### src/rtl/big_pkg.sv
package big_pkg;
  typedef struct packed {
    logic stall;  // shared stall seen active in last sample slot
    logic snoop;  // snoop stall seen at last edge
    logic prio;   // priority request seen at last edge
  } bus_view_t;
endpackage

### src/rtl/big_phase_seq.sv
module big_phase_seq #(
  parameter int unsigned PERIOD      = 2,
  parameter int unsigned DRIVE_SLOT  = 0,
  parameter int unsigned SAMPLE_SLOT = 1,
  localparam int unsigned PH_W = (PERIOD > 1) ? $clog2(PERIOD) : 1
) (
  input  logic            clk_i,
  input  logic            rst_ni,
  output logic [PH_W-1:0] phase_o,
  output logic            drive_slot_o,
  output logic            sample_slot_o
);
  localparam logic [PH_W-1:0] LAST = PH_W'(PERIOD - 1);
  localparam logic [PH_W-1:0] DRV  = PH_W'(DRIVE_SLOT);
  localparam logic [PH_W-1:0] SMP  = PH_W'(SAMPLE_SLOT);

  logic [PH_W-1:0] phase_q;

  always_ff @(posedge clk_i or negedge rst_ni) begin
    if (!rst_ni)               phase_q <= '0;
    else if (phase_q == LAST)  phase_q <= '0;
    else                       phase_q <= phase_q + 1'b1;
  end

  assign phase_o       = phase_q;
  assign drive_slot_o  = (phase_q == DRV);
  assign sample_slot_o = (phase_q == SMP);
endmodule

### src/rtl/big_sampler.sv
module big_sampler
  import big_pkg::*;
(
  input  logic      clk_i,
  input  logic      rst_ni,
  input  logic      sample_slot_i,
  input  logic      stall_ni,
  input  logic      prio_ni,
  input  logic      hit_ni,
  input  logic      hitm_ni,
  output bus_view_t view_o
);
  bus_view_t view_q;

  always_ff @(posedge clk_i or negedge rst_ni) begin
    if (!rst_ni) begin
      view_q <= '0;
    end else begin
      view_q.snoop <= ~hit_ni & ~hitm_ni;
      view_q.prio  <= ~prio_ni;
      // wire-OR line is read only in its own slot
      if (sample_slot_i) view_q.stall <= ~stall_ni;
    end
  end

  assign view_o = view_q;
endmodule

### src/rtl/big_lock_track.sv
module big_lock_track (
  input  logic clk_i,
  input  logic rst_ni,
  input  logic permit_i,
  input  logic issue_i,
  input  logic issue_lock_i,
  input  logic lock_done_i,
  input  logic lock_ni,
  output logic locked_o
);
  logic locked_q, locked_d;

  always_comb begin
    if (!locked_q) locked_d = issue_i & issue_lock_i & permit_i;
    else           locked_d = ~(lock_done_i | lock_ni);
  end

  always_ff @(posedge clk_i or negedge rst_ni) begin
    if (!rst_ni) locked_q <= 1'b0;
    else         locked_q <= locked_d;
  end

  assign locked_o = locked_q;
endmodule

### src/rtl/bus_issue_gate.sv
module bus_issue_gate #(
  parameter int unsigned PERIOD      = 2,
  parameter int unsigned DRIVE_SLOT  = 0,
  parameter int unsigned SAMPLE_SLOT = 1
) (
  input  logic clk_i,
  input  logic rst_ni,
  input  logic stall_ni,
  input  logic prio_ni,
  input  logic lock_ni,
  input  logic hit_ni,
  input  logic hitm_ni,
  input  logic stall_req_i,
  input  logic issue_i,
  input  logic issue_lock_i,
  input  logic lock_done_i,
  output logic issue_ok_o,
  output logic stall_drive_no
);
  import big_pkg::*;
  localparam int unsigned PH_W = (PERIOD > 1) ? $clog2(PERIOD) : 1;

  logic [PH_W-1:0] phase_q;
  logic            drive_slot, sample_slot;
  bus_view_t       view;
  logic            locked_q;
  logic            drive_q;
  logic            stall_seen;

  big_phase_seq #(
    .PERIOD(PERIOD), .DRIVE_SLOT(DRIVE_SLOT), .SAMPLE_SLOT(SAMPLE_SLOT)
  ) u_phase (
    .clk_i(clk_i), .rst_ni(rst_ni), .phase_o(phase_q),
    .drive_slot_o(drive_slot), .sample_slot_o(sample_slot)
  );

  big_sampler u_smp (
    .clk_i(clk_i), .rst_ni(rst_ni), .sample_slot_i(sample_slot),
    .stall_ni(stall_ni), .prio_ni(prio_ni), .hit_ni(hit_ni), .hitm_ni(hitm_ni),
    .view_o(view)
  );

  big_lock_track u_lock (
    .clk_i(clk_i), .rst_ni(rst_ni), .permit_i(issue_ok_o),
    .issue_i(issue_i), .issue_lock_i(issue_lock_i),
    .lock_done_i(lock_done_i), .lock_ni(lock_ni), .locked_o(locked_q)
  );

  always_ff @(posedge clk_i or negedge rst_ni) begin
    if (!rst_ni)         drive_q <= 1'b0;
    else if (drive_slot) drive_q <= stall_req_i;
  end

  assign stall_seen     = view.stall;
  assign stall_drive_no = ~drive_q;
  assign issue_ok_o     = ~view.stall & ~view.snoop & (~view.prio | locked_q);
endmodule

### config.mk
export PLATFORM = sky130hd
export DESIGN_NAME = bus_issue_gate
export DESIGN_NICKNAME = d
export VERILOG_FILES = /design/src/rtl/big_pkg.sv /design/src/rtl/big_phase_seq.sv /design/src/rtl/big_sampler.sv /design/src/rtl/big_lock_track.sv /design/src/rtl/bus_issue_gate.sv
export SDC_FILE = /design/constraint.sdc
export NUM_CORES = 1
export LEC_CHECK = 0
export BUFFER_PORTS_ARGS = -buffer_cell sky130_fd_sc_hd__buf_2
export CAP_MARGIN = 20
export CORE_AREA = 2 2 39 41
export DETAILED_ROUTE_END_ITERATION = 12
export DIE_AREA = 0 0 41 43
export PLACE_DENSITY = 0.37
export SLEW_MARGIN = 40
export SYNTH_ARGS = -nofsm -noshare
export SYNTH_HDL_FRONTEND = slang
export SYNTH_SLANG_ARGS = --single-unit
### constraint.sdc
create_clock -name clk_i -period 1.05 [get_ports clk_i]
set_input_delay 0.21 -clock clk_i [delete_from_list [all_inputs] [get_ports clk_i]]
set_output_delay 0.21 -clock clk_i [all_outputs]
set_load 0.02 [all_outputs]
# After elaboration in Yosys (flattened, before gate mapping)
# Cells that the tools add are included.
[totals] reg_bits=6 inputBits=11 elab_cells=25
[classes] addsub=1 mux=2 bitwise_logic=16
[ops] operator="$not A1 Y1" n=9
[ops] operator="$and A1 B1 Y1" n=5
[ops] operator="$mux W1" n=2
[ops] operator="$or A1 B1 Y1" n=2
[ops] operator="$add A1 B1 Y1 const B" n=1

# Logic depth before layout (Yosys ltp)
# Gate-level depths: netlist (run 1).
[depth] depth_word=5 depth_mapped=3 mapped_depth_nobuf=3

# By module
# A second synthesis (run 1) with hierarchy kept.
[hier_totals] hier_cells=20 hier_area_um2=235.2
[by_module_without_submodules] mod="big_sampler" instances=1 cells_each=7 area_per_inst_um2=96.3 seq_area_each_um2=75.1
[by_module_without_submodules] mod="bus_issue_gate" instances=1 cells_each=6 area_per_inst_um2=53.8 seq_area_each_um2=25.0
[by_module_without_submodules] mod="big_lock_track" instances=1 cells_each=4 area_per_inst_um2=48.8 seq_area_each_um2=25.0
[by_module_without_submodules] mod="big_phase_seq" instances=1 cells_each=3 area_per_inst_um2=36.3 seq_area_each_um2=25.0

# Worst setup path before layout (run 1)
# No wires, ideal clock.
[synth_timing] path_kind="register to register" startpoint="register u_smp.view_q, in the netlist u_smp.view_o[0]" endpoint="register u_lock.locked_q, in the netlist u_lock.locked_o" setup_ns=0.067 t_arrival_ns=0.938 setup_slack_ns=0.045 path_stages_with_launch=3 period_less_slack_ns=1.005 cell_sequence="dfrtp_1 > a211oi_4 > a41o_1"
[synth_between] elab_chain_cells=5
[synth_rtl] element="start: declaration" line="big_sampler.sv:13" source="bus_view_t view_q;"
[synth_rtl] element="$not A1 Y1" line="bus_issue_gate.sv:56" source="assign issue_ok_o = ~view.stall & ~view.snoop & (~view.prio | locked_q);"
[synth_rtl] element="$or A1 B1 Y1" line="bus_issue_gate.sv:56"
[synth_rtl] element="$and A1 B1 Y1" line="bus_issue_gate.sv:56"
[synth_rtl] element="net issue_ok_o" line="bus_issue_gate.sv:17" source="output logic issue_ok_o,"
[synth_rtl] element="$and A1 B1 Y1" line="big_lock_track.sv:14" source="if (!locked_q) locked_d = issue_i & issue_lock_i & permit_i;"
[synth_rtl] element="$mux W1" line="big_lock_track.sv:14"
[synth_rtl] element="net u_lock.locked_d" line="big_lock_track.sv:11" source="logic locked_q, locked_d;"
[synth_rtl] element="end signal: assignment" line="big_lock_track.sv:20" source="else locked_q <= locked_d;"
[synth_rtl] element="end: declaration" line="big_lock_track.sv:11"
# The timed path passes the listed nets, and every way through them passes these cells.
# A chain may end at the register's enable or synchronous reset.

# Worst setup path in the final report (run 1)
[layout_timing] startpoint="register u_smp.view_q, in the netlist u_smp.view_o[0]" endpoint="output port issue_ok_o"
[layout_between] elab_chain_cells=3
[layout_rtl] element="$not A1 Y1" line="bus_issue_gate.sv:56"
[layout_rtl] element="$or A1 B1 Y1" line="bus_issue_gate.sv:56"
[layout_rtl] element="$and A1 B1 Y1" line="bus_issue_gate.sv:56"
[layout_rtl] element="end: declaration" line="bus_issue_gate.sv:17"
# Every way passes these cells.

==> reports/metrics.cfg, run 1 <==
[routing]
routedWlPerCell_um = 9.18
drt-total-wl_um = 468
drc = 0
ant_nets = 0
firstDrtPassIters = 2
vias_per_cell = 3.57
drt-initial-drc-count = 1
vias = 182

[sta]
fin_crit_ns = 1.24
fin_crit_sh_pct = 118
relSlewSlack_pct = 87.0
hold_violations = 0
fmax_mhz = 806
setup_viol = 1
rsz0062_at_grt = yes
layout_setup_ws_ns = -0.191
setup_tns_ns = -0.191
tightest_slew_ns = 0.195
finClkSkew_ns = 0.00542
drv_slew = 0

[global_routing]
grt_pass1_wl_um = 807
antenna_found_initial = 0
grt_pass1_vias = 235
grt_max_degree = 7
track_usage_pct = 7.48
grt_overflow = 0

[cts]
cts_buffer_depth = 2
clk_pin_slew_ns = 0.04
cts_made_buffers = 3
clock-sinks = 6
htree_levels = 1
clock_latency_ns = 0.24
clock-root-buffer = clkbuf_4
cts_tree = yes

[die]
dieArea_um2 = 1760
start_util_pct = 16.2
rows = 14
io_pins = 13
coreArea_um2 = 1380
die_h_um = 43
die_x_um = 41

[setup_path]
critPathKind = flop to output port
r2r_cells = 3
critPathMaxStageDelay_ns = 0.39
r2r_setup_slack_ns = 0.07
cp.required_ns = 0.84
cp_max_fo = 2
worst-path-buf-inv = 1
crit_path_start_kind = flop
r2r-start = u_smp.view_o[0]$_DFF_PN0_
cp_slowest_cell = dfrtp_1
r2r-end = u_lock.locked_o$_DFF_PN0_
cp-end-kind = output port
critPathTopFamily = flip-flops
critPathArrivalTime_ns = 1.03
cp_cell_sequence = a211oi_4, buf_6

[layout]
postLayoutCoreUtil_pct = 26.3
drive_gt1_share_pct = 54.3
area_delta_synth_final_pct = 62.6
layout.cells.non_filler = 51
fillers = 154
diodes = 0
seq_area_um2 = 150
fin_area_um2 = 364
fin_nets = 48
multiInputGateArea_um2 = 58.8

[placed_design]
dp_worst_setup_slack_ns = 0.0306
place_congestion = 0.589
placed_cell_area_um2 = 304
numPortBuffers = 12
placed_cells = 45

[hold_path]
whs_endpoint = u_smp.view_o[0]$_DFF_PN0_
hp-class = input port to flop
whs_path_depth = 2
worstHoldStart = prio_ni

[power]
vdd.ir_drop.worst_mv = 0.374
power.density_nw_per_um2 = 1400
power.leakage_nw = 0.194

[logic_synthesis]
synth-warning-count = 0
synth.avg_cell_area_um2 = 13.2
synth_edf_count = 0
synth_common_cells = 6 x dfrtp_1, 3 x inv_1
syn_area_um2 = 224
synthArstFlopShare_pct = 100
synth_area_leaders = dfrtp_1 67%, a211oi_4 8.9%, inv_1 5.0%, mux2_1 5.0%, a41o_1 4.5%
synthCells = 17
synth-seq-cells = 6
yosysTopAreaCell = dfrtp_1
syn_nets = 28
synthDistinctLibCells = 10
synthDominantCellAreaShare_pct = 67.0
ys_seq_area_share_pct = 67.0
yosysMostFrequentCell = dfrtp_1
synth-main-ff-cell = dfrtp_1

[job]
max-cap-violations = 0

[run_status]
status = finished with violations
violations = setup timing

## power breakdown
part	total (mW)	switching (mW)	internal, mW
Combinational	0.0577	0.0232	0.0345
Clock	0.204	0.0750	0.129
Sequential	0.249	0.00743	0.241
## worst max path at each step
stage	from	endpoint	slack, ns	depth (start not counted)
2_1_floorplan	u_smp.view_o[0]$_DFF_PN0_	u_lock.locked_o$_DFF_PN0_	0.04	2
3_3_place_gp	u_smp.view_o[0]$_DFF_PN0_	issue_ok_o	0.04	2
3_5_place_dp	u_smp.view_o[0]$_DFF_PN0_	issue_ok_o	0.03	2
4_1_cts	u_lock.locked_o$_DFF_PN0_	issue_ok_o	-0.19	3
5_1_grt	u_smp.view_o[0]$_DFF_PN0_	issue_ok_o	-0.25	2
6_report	u_smp.view_o[0]$_DFF_PN0_	issue_ok_o	-0.19	2
## what timing repair did
| action | in CTS | in global routing |
|---|---|---|
| setup endpoints to repair | 1 | 3 |
| pin swaps | 1 | 2 |
| endpoints found under the hold margin | 6 | 0 |
| hold buffers | 1 | 0 |
| gates resized for setup | 2 | 2 |
| setup buffers | 2 | 0 |
## logic make-up after synthesis
logic type,after synthesis,share of synthesized area (%)
AND/OR/NAND/NOR,3,5.58
buffers and inverters,4,6.70
flip-flops,6,67.0
AO/OA/AOI/OAI,3,15.6
multiplexers,1,5.03
## registers in the layout (all words and copies together) (netlist names)
signal,count
u_lock.locked_o,1
u_phase.phase_o,1
drive_q,1
u_smp.view_o,3
## per-layer routing
metal	GRT usage (%)	part of all wire, %	routed length (µm)
met5	0	0	0
met4	10.0	0	0
met3	1.57	0.43	2
met2	12.8	71	330
met1	4.93	29	135
## placed cells by master (no fill, tap or decap), drive strengths merged
cell	synthesis	layout
inv	4	4
buf	0	14
mux2	1	1
clkbuf	0	3
a211oi	1	1
nand2	1	1
nor2	1	1
a41o	1	1
dfrtp	6	6
nor3	1	1
o21ai	1	1
dlygate4sd3	0	1
## per-stage QoR
| stage | hold WS (ns) | power [mW] |
|---|---|---|
| finish | 0.112 | 0.510 |
| global route | 0.104 | 0.549 |
| CTS | 0.102 | 0.518 |
| detailed placement | 0.0374 | 0.297 |
| global placement | 0.0359 | 0.295 |
| floorplan | -0.0856 | 0.269 |
## area by class of cell
cell class	instances	area share, %
Timing Repair Buffer	15	26.8
Multi-Input combinational cell	7	16.2
Sequential cell	6	41.2
Inverter	4	4.12
Clock buffer	3	6.19
Tap cell	16	5.50
No activity file was read; power rests on OpenSTA's default activity.
==> inputs of run 2 (changes only) <==
--- a/config.mk
+++ b/config.mk
@@ -11,6 +11,7 @@
 export DETAILED_ROUTE_END_ITERATION = 12
 export DIE_AREA = 0 0 41 43
 export PLACE_DENSITY = 0.37
+export REMOVE_ABC_BUFFERS = 1
 export SLEW_MARGIN = 40
 export SYNTH_ARGS = -nofsm -noshare
 export SYNTH_HDL_FRONTEND = slang
==> constraint.sdc (replaced) <==
create_clock -name clk_i -period 1.05 [get_ports clk_i]
set_input_delay 0 -clock clk_i [delete_from_list [all_inputs] [get_ports clk_i]]
set_output_delay 0 -clock clk_i [all_outputs]
set_load 0.02 [all_outputs]
==> run 2 against run 1 <==
  * The run now ends clean
  * First-iteration DRC count rose to 5.0 times the previous value
  * Clock power barely moved
  * Clock skew fell by 0.0048 ns
  * Flip-flop and latch count did not move
  * Largest cell class unchanged
  * Power rose by 2.3%
  * Combinational power rose by 19%
  * Critical path type unchanged
  * Sequential power barely moved
  * Via count rose by 14%
==> reports/metrics.cfg, run 2 (synthesis results as in run 1) <==
[run_status]
status = finished, final reports clean

[cts]
cts_buffer_depth = 2
clock_latency_ns = 0.24
cts_tree = yes
clock-root-buffer = clkbuf_4
cts_made_buffers = 3
clk_pin_slew_ns = 0.04
clock-sinks = 6
htree_levels = 1

[sta]
drv_slew = 0
hold_ws_ns = 0.0236
tightest_slew_ns = 0.193
hold_violations = 0
fin_crit_sh_pct = 96.6
fmax_mhz = 986
rsz0062_at_grt = yes
finClkSkew_ns = 0.000649
relSlewSlack_pct = 87.1
fin_crit_ns = 1.01
setup_viol = 0

[die]
coreArea_um2 = 1380
dieArea_um2 = 1760
start_util_pct = 16.2
die_x_um = 41
io_pins = 13
rows = 14
die_h_um = 43

[setup_path]
cp_max_fo = 2
critPathTopFamily = flip-flops
critPathArrivalTime_ns = 1.01
critPathKind = flop to output port
crit_start = u_lock.locked_o$_DFF_PN0_
worst-path-buf-inv = 2
r2r-start = u_lock.locked_o$_DFF_PN0_
critPathMaxStageDelay_ns = 0.33
crit_path_start_kind = flop
cp.required_ns = 1.05
cp_slowest_cell = dfrtp_1
cp_cell_sequence = inv_2, a211oi_4, buf_6
cp-end-kind = output port

[layout]
diodes = 0
fin_area_um2 = 410
final_common_cell = buf_2
drive_gt1_share_pct = 45.0
multiInputGateArea_um2 = 58.8
fin_nets = 53
area_delta_synth_final_pct = 83.2
postLayoutCoreUtil_pct = 29.7
seq_area_um2 = 150
layout.cells.non_filler = 56
fillers = 149
layout_common_cells = 11 x buf_2, 7 x dlygate4sd3_1, 6 x dfrtp_1
largest_register_ffs = 3

[routing]
vias = 207
drt-initial-drc-count = 5
ant_nets = 0
drc = 0
drt-total-wl_um = 425
routedWlPerCell_um = 7.59
firstDrtPassIters = 4
vias_per_cell = 3.70

[global_routing]
grt_max_degree = 7
antenna_found_initial = 0
grt_pass1_wl_um = 800
grt_pass1_vias = 232
grt_overflow = 0
track_usage_pct = 6.98

[job]
max-cap-violations = 0

[hold_path]
hp-class = input port to flop
worstHoldStart = issue_i

[placed_design]
numPortBuffers = 12
placed_cell_area_um2 = 304
place_congestion = 0.591
placed_cells = 45

[power]
vdd.ir_drop.worst_mv = 0.319
p_total_mw = 0.522
power.leakage_nw = 0.212
power.density_nw_per_um2 = 1270

run 2: changes by cell type in the layout (fill, tap and decap cells not counted), sizes merged:
| cell | previous run | this run |
|---|---|---|
| dlygate4sd3 | 1 | 7 |
| buf | 14 | 13 |
run 2: metal layers:
metal  global-route usage (%)  up-vias  wire length, µm
met1                     6.60      104              141
li1                         -      100                -
met5                        0        -                0
met2                     10.6        3              277
met3                     1.57        0                5
met4                     8.00        0                0
run 2: final cells by class:
type	instances	area share, %
Sequential cell	6	36.6
Clock buffer	3	5.49
Timing Repair Buffer	20	35.1
Inverter	4	3.66
Multi-Input combinational cell	7	14.3
Tap cell	16	4.88
run 2: repair_timing:
item                                    4_1_cts  5_1_grt
setup buffers                                 0        1
pin swaps                                     0        1
endpoints found under the setup margin        1        1
endpoints found under the hold margin        10        1
gates resized for setup                       2        0
hold buffers                                  6        1
run 2: power by group:
part | internal (mW) | switching (mW) | leakage [nW]
combinational | 0.0441 | 0.0245 | 0.127
sequential | 0.241 | 0.00687 | 0.0708
clock | 0.129 | 0.0762 | 0.0138
total | 0.414 | 0.108 | 0.212
run 2: path summary, 6_finish.rpt:
| check | endpoint | slack, ns | depth (start not counted) |
|---|---|---|---|
| min in group asynchronous | u_phase.phase_o$_DFF_PN0_ | 0.11 | 2 |
| hold / removal | u_lock.locked_o$_DFF_PN0_ | 0.02 | 2 |
| hold reg to reg | u_phase.phase_o$_DFF_PN0_ | 0.46 | 1 |
| setup / recovery | issue_ok_o | 0.04 | 3 |
| max in group asynchronous | u_lock.locked_o$_DFF_PN0_ | 0.80 | 2 |
| setup reg to reg | u_lock.locked_o$_DFF_PN0_ | 0.16 | 4 |
run 2: metrics by stage:
stage | setup WS, ns | TNS [ns]
final | 0.0357 | 0
after global routing | -0.0336 | -0.0336
after floorplan | 0.0449 | 0
after detailed placement | 0.176 | 0
after global placement | 0.199 | 0
after CTS | 0.00234 | 0
run 2: worst register-to-register path: stages, from the launching register on:
cell and delay, ns:
dfrtp_1 0.37, inv_2 0.08, buf_4 0.11, nor3_1 0.04
a41o_1 0.19
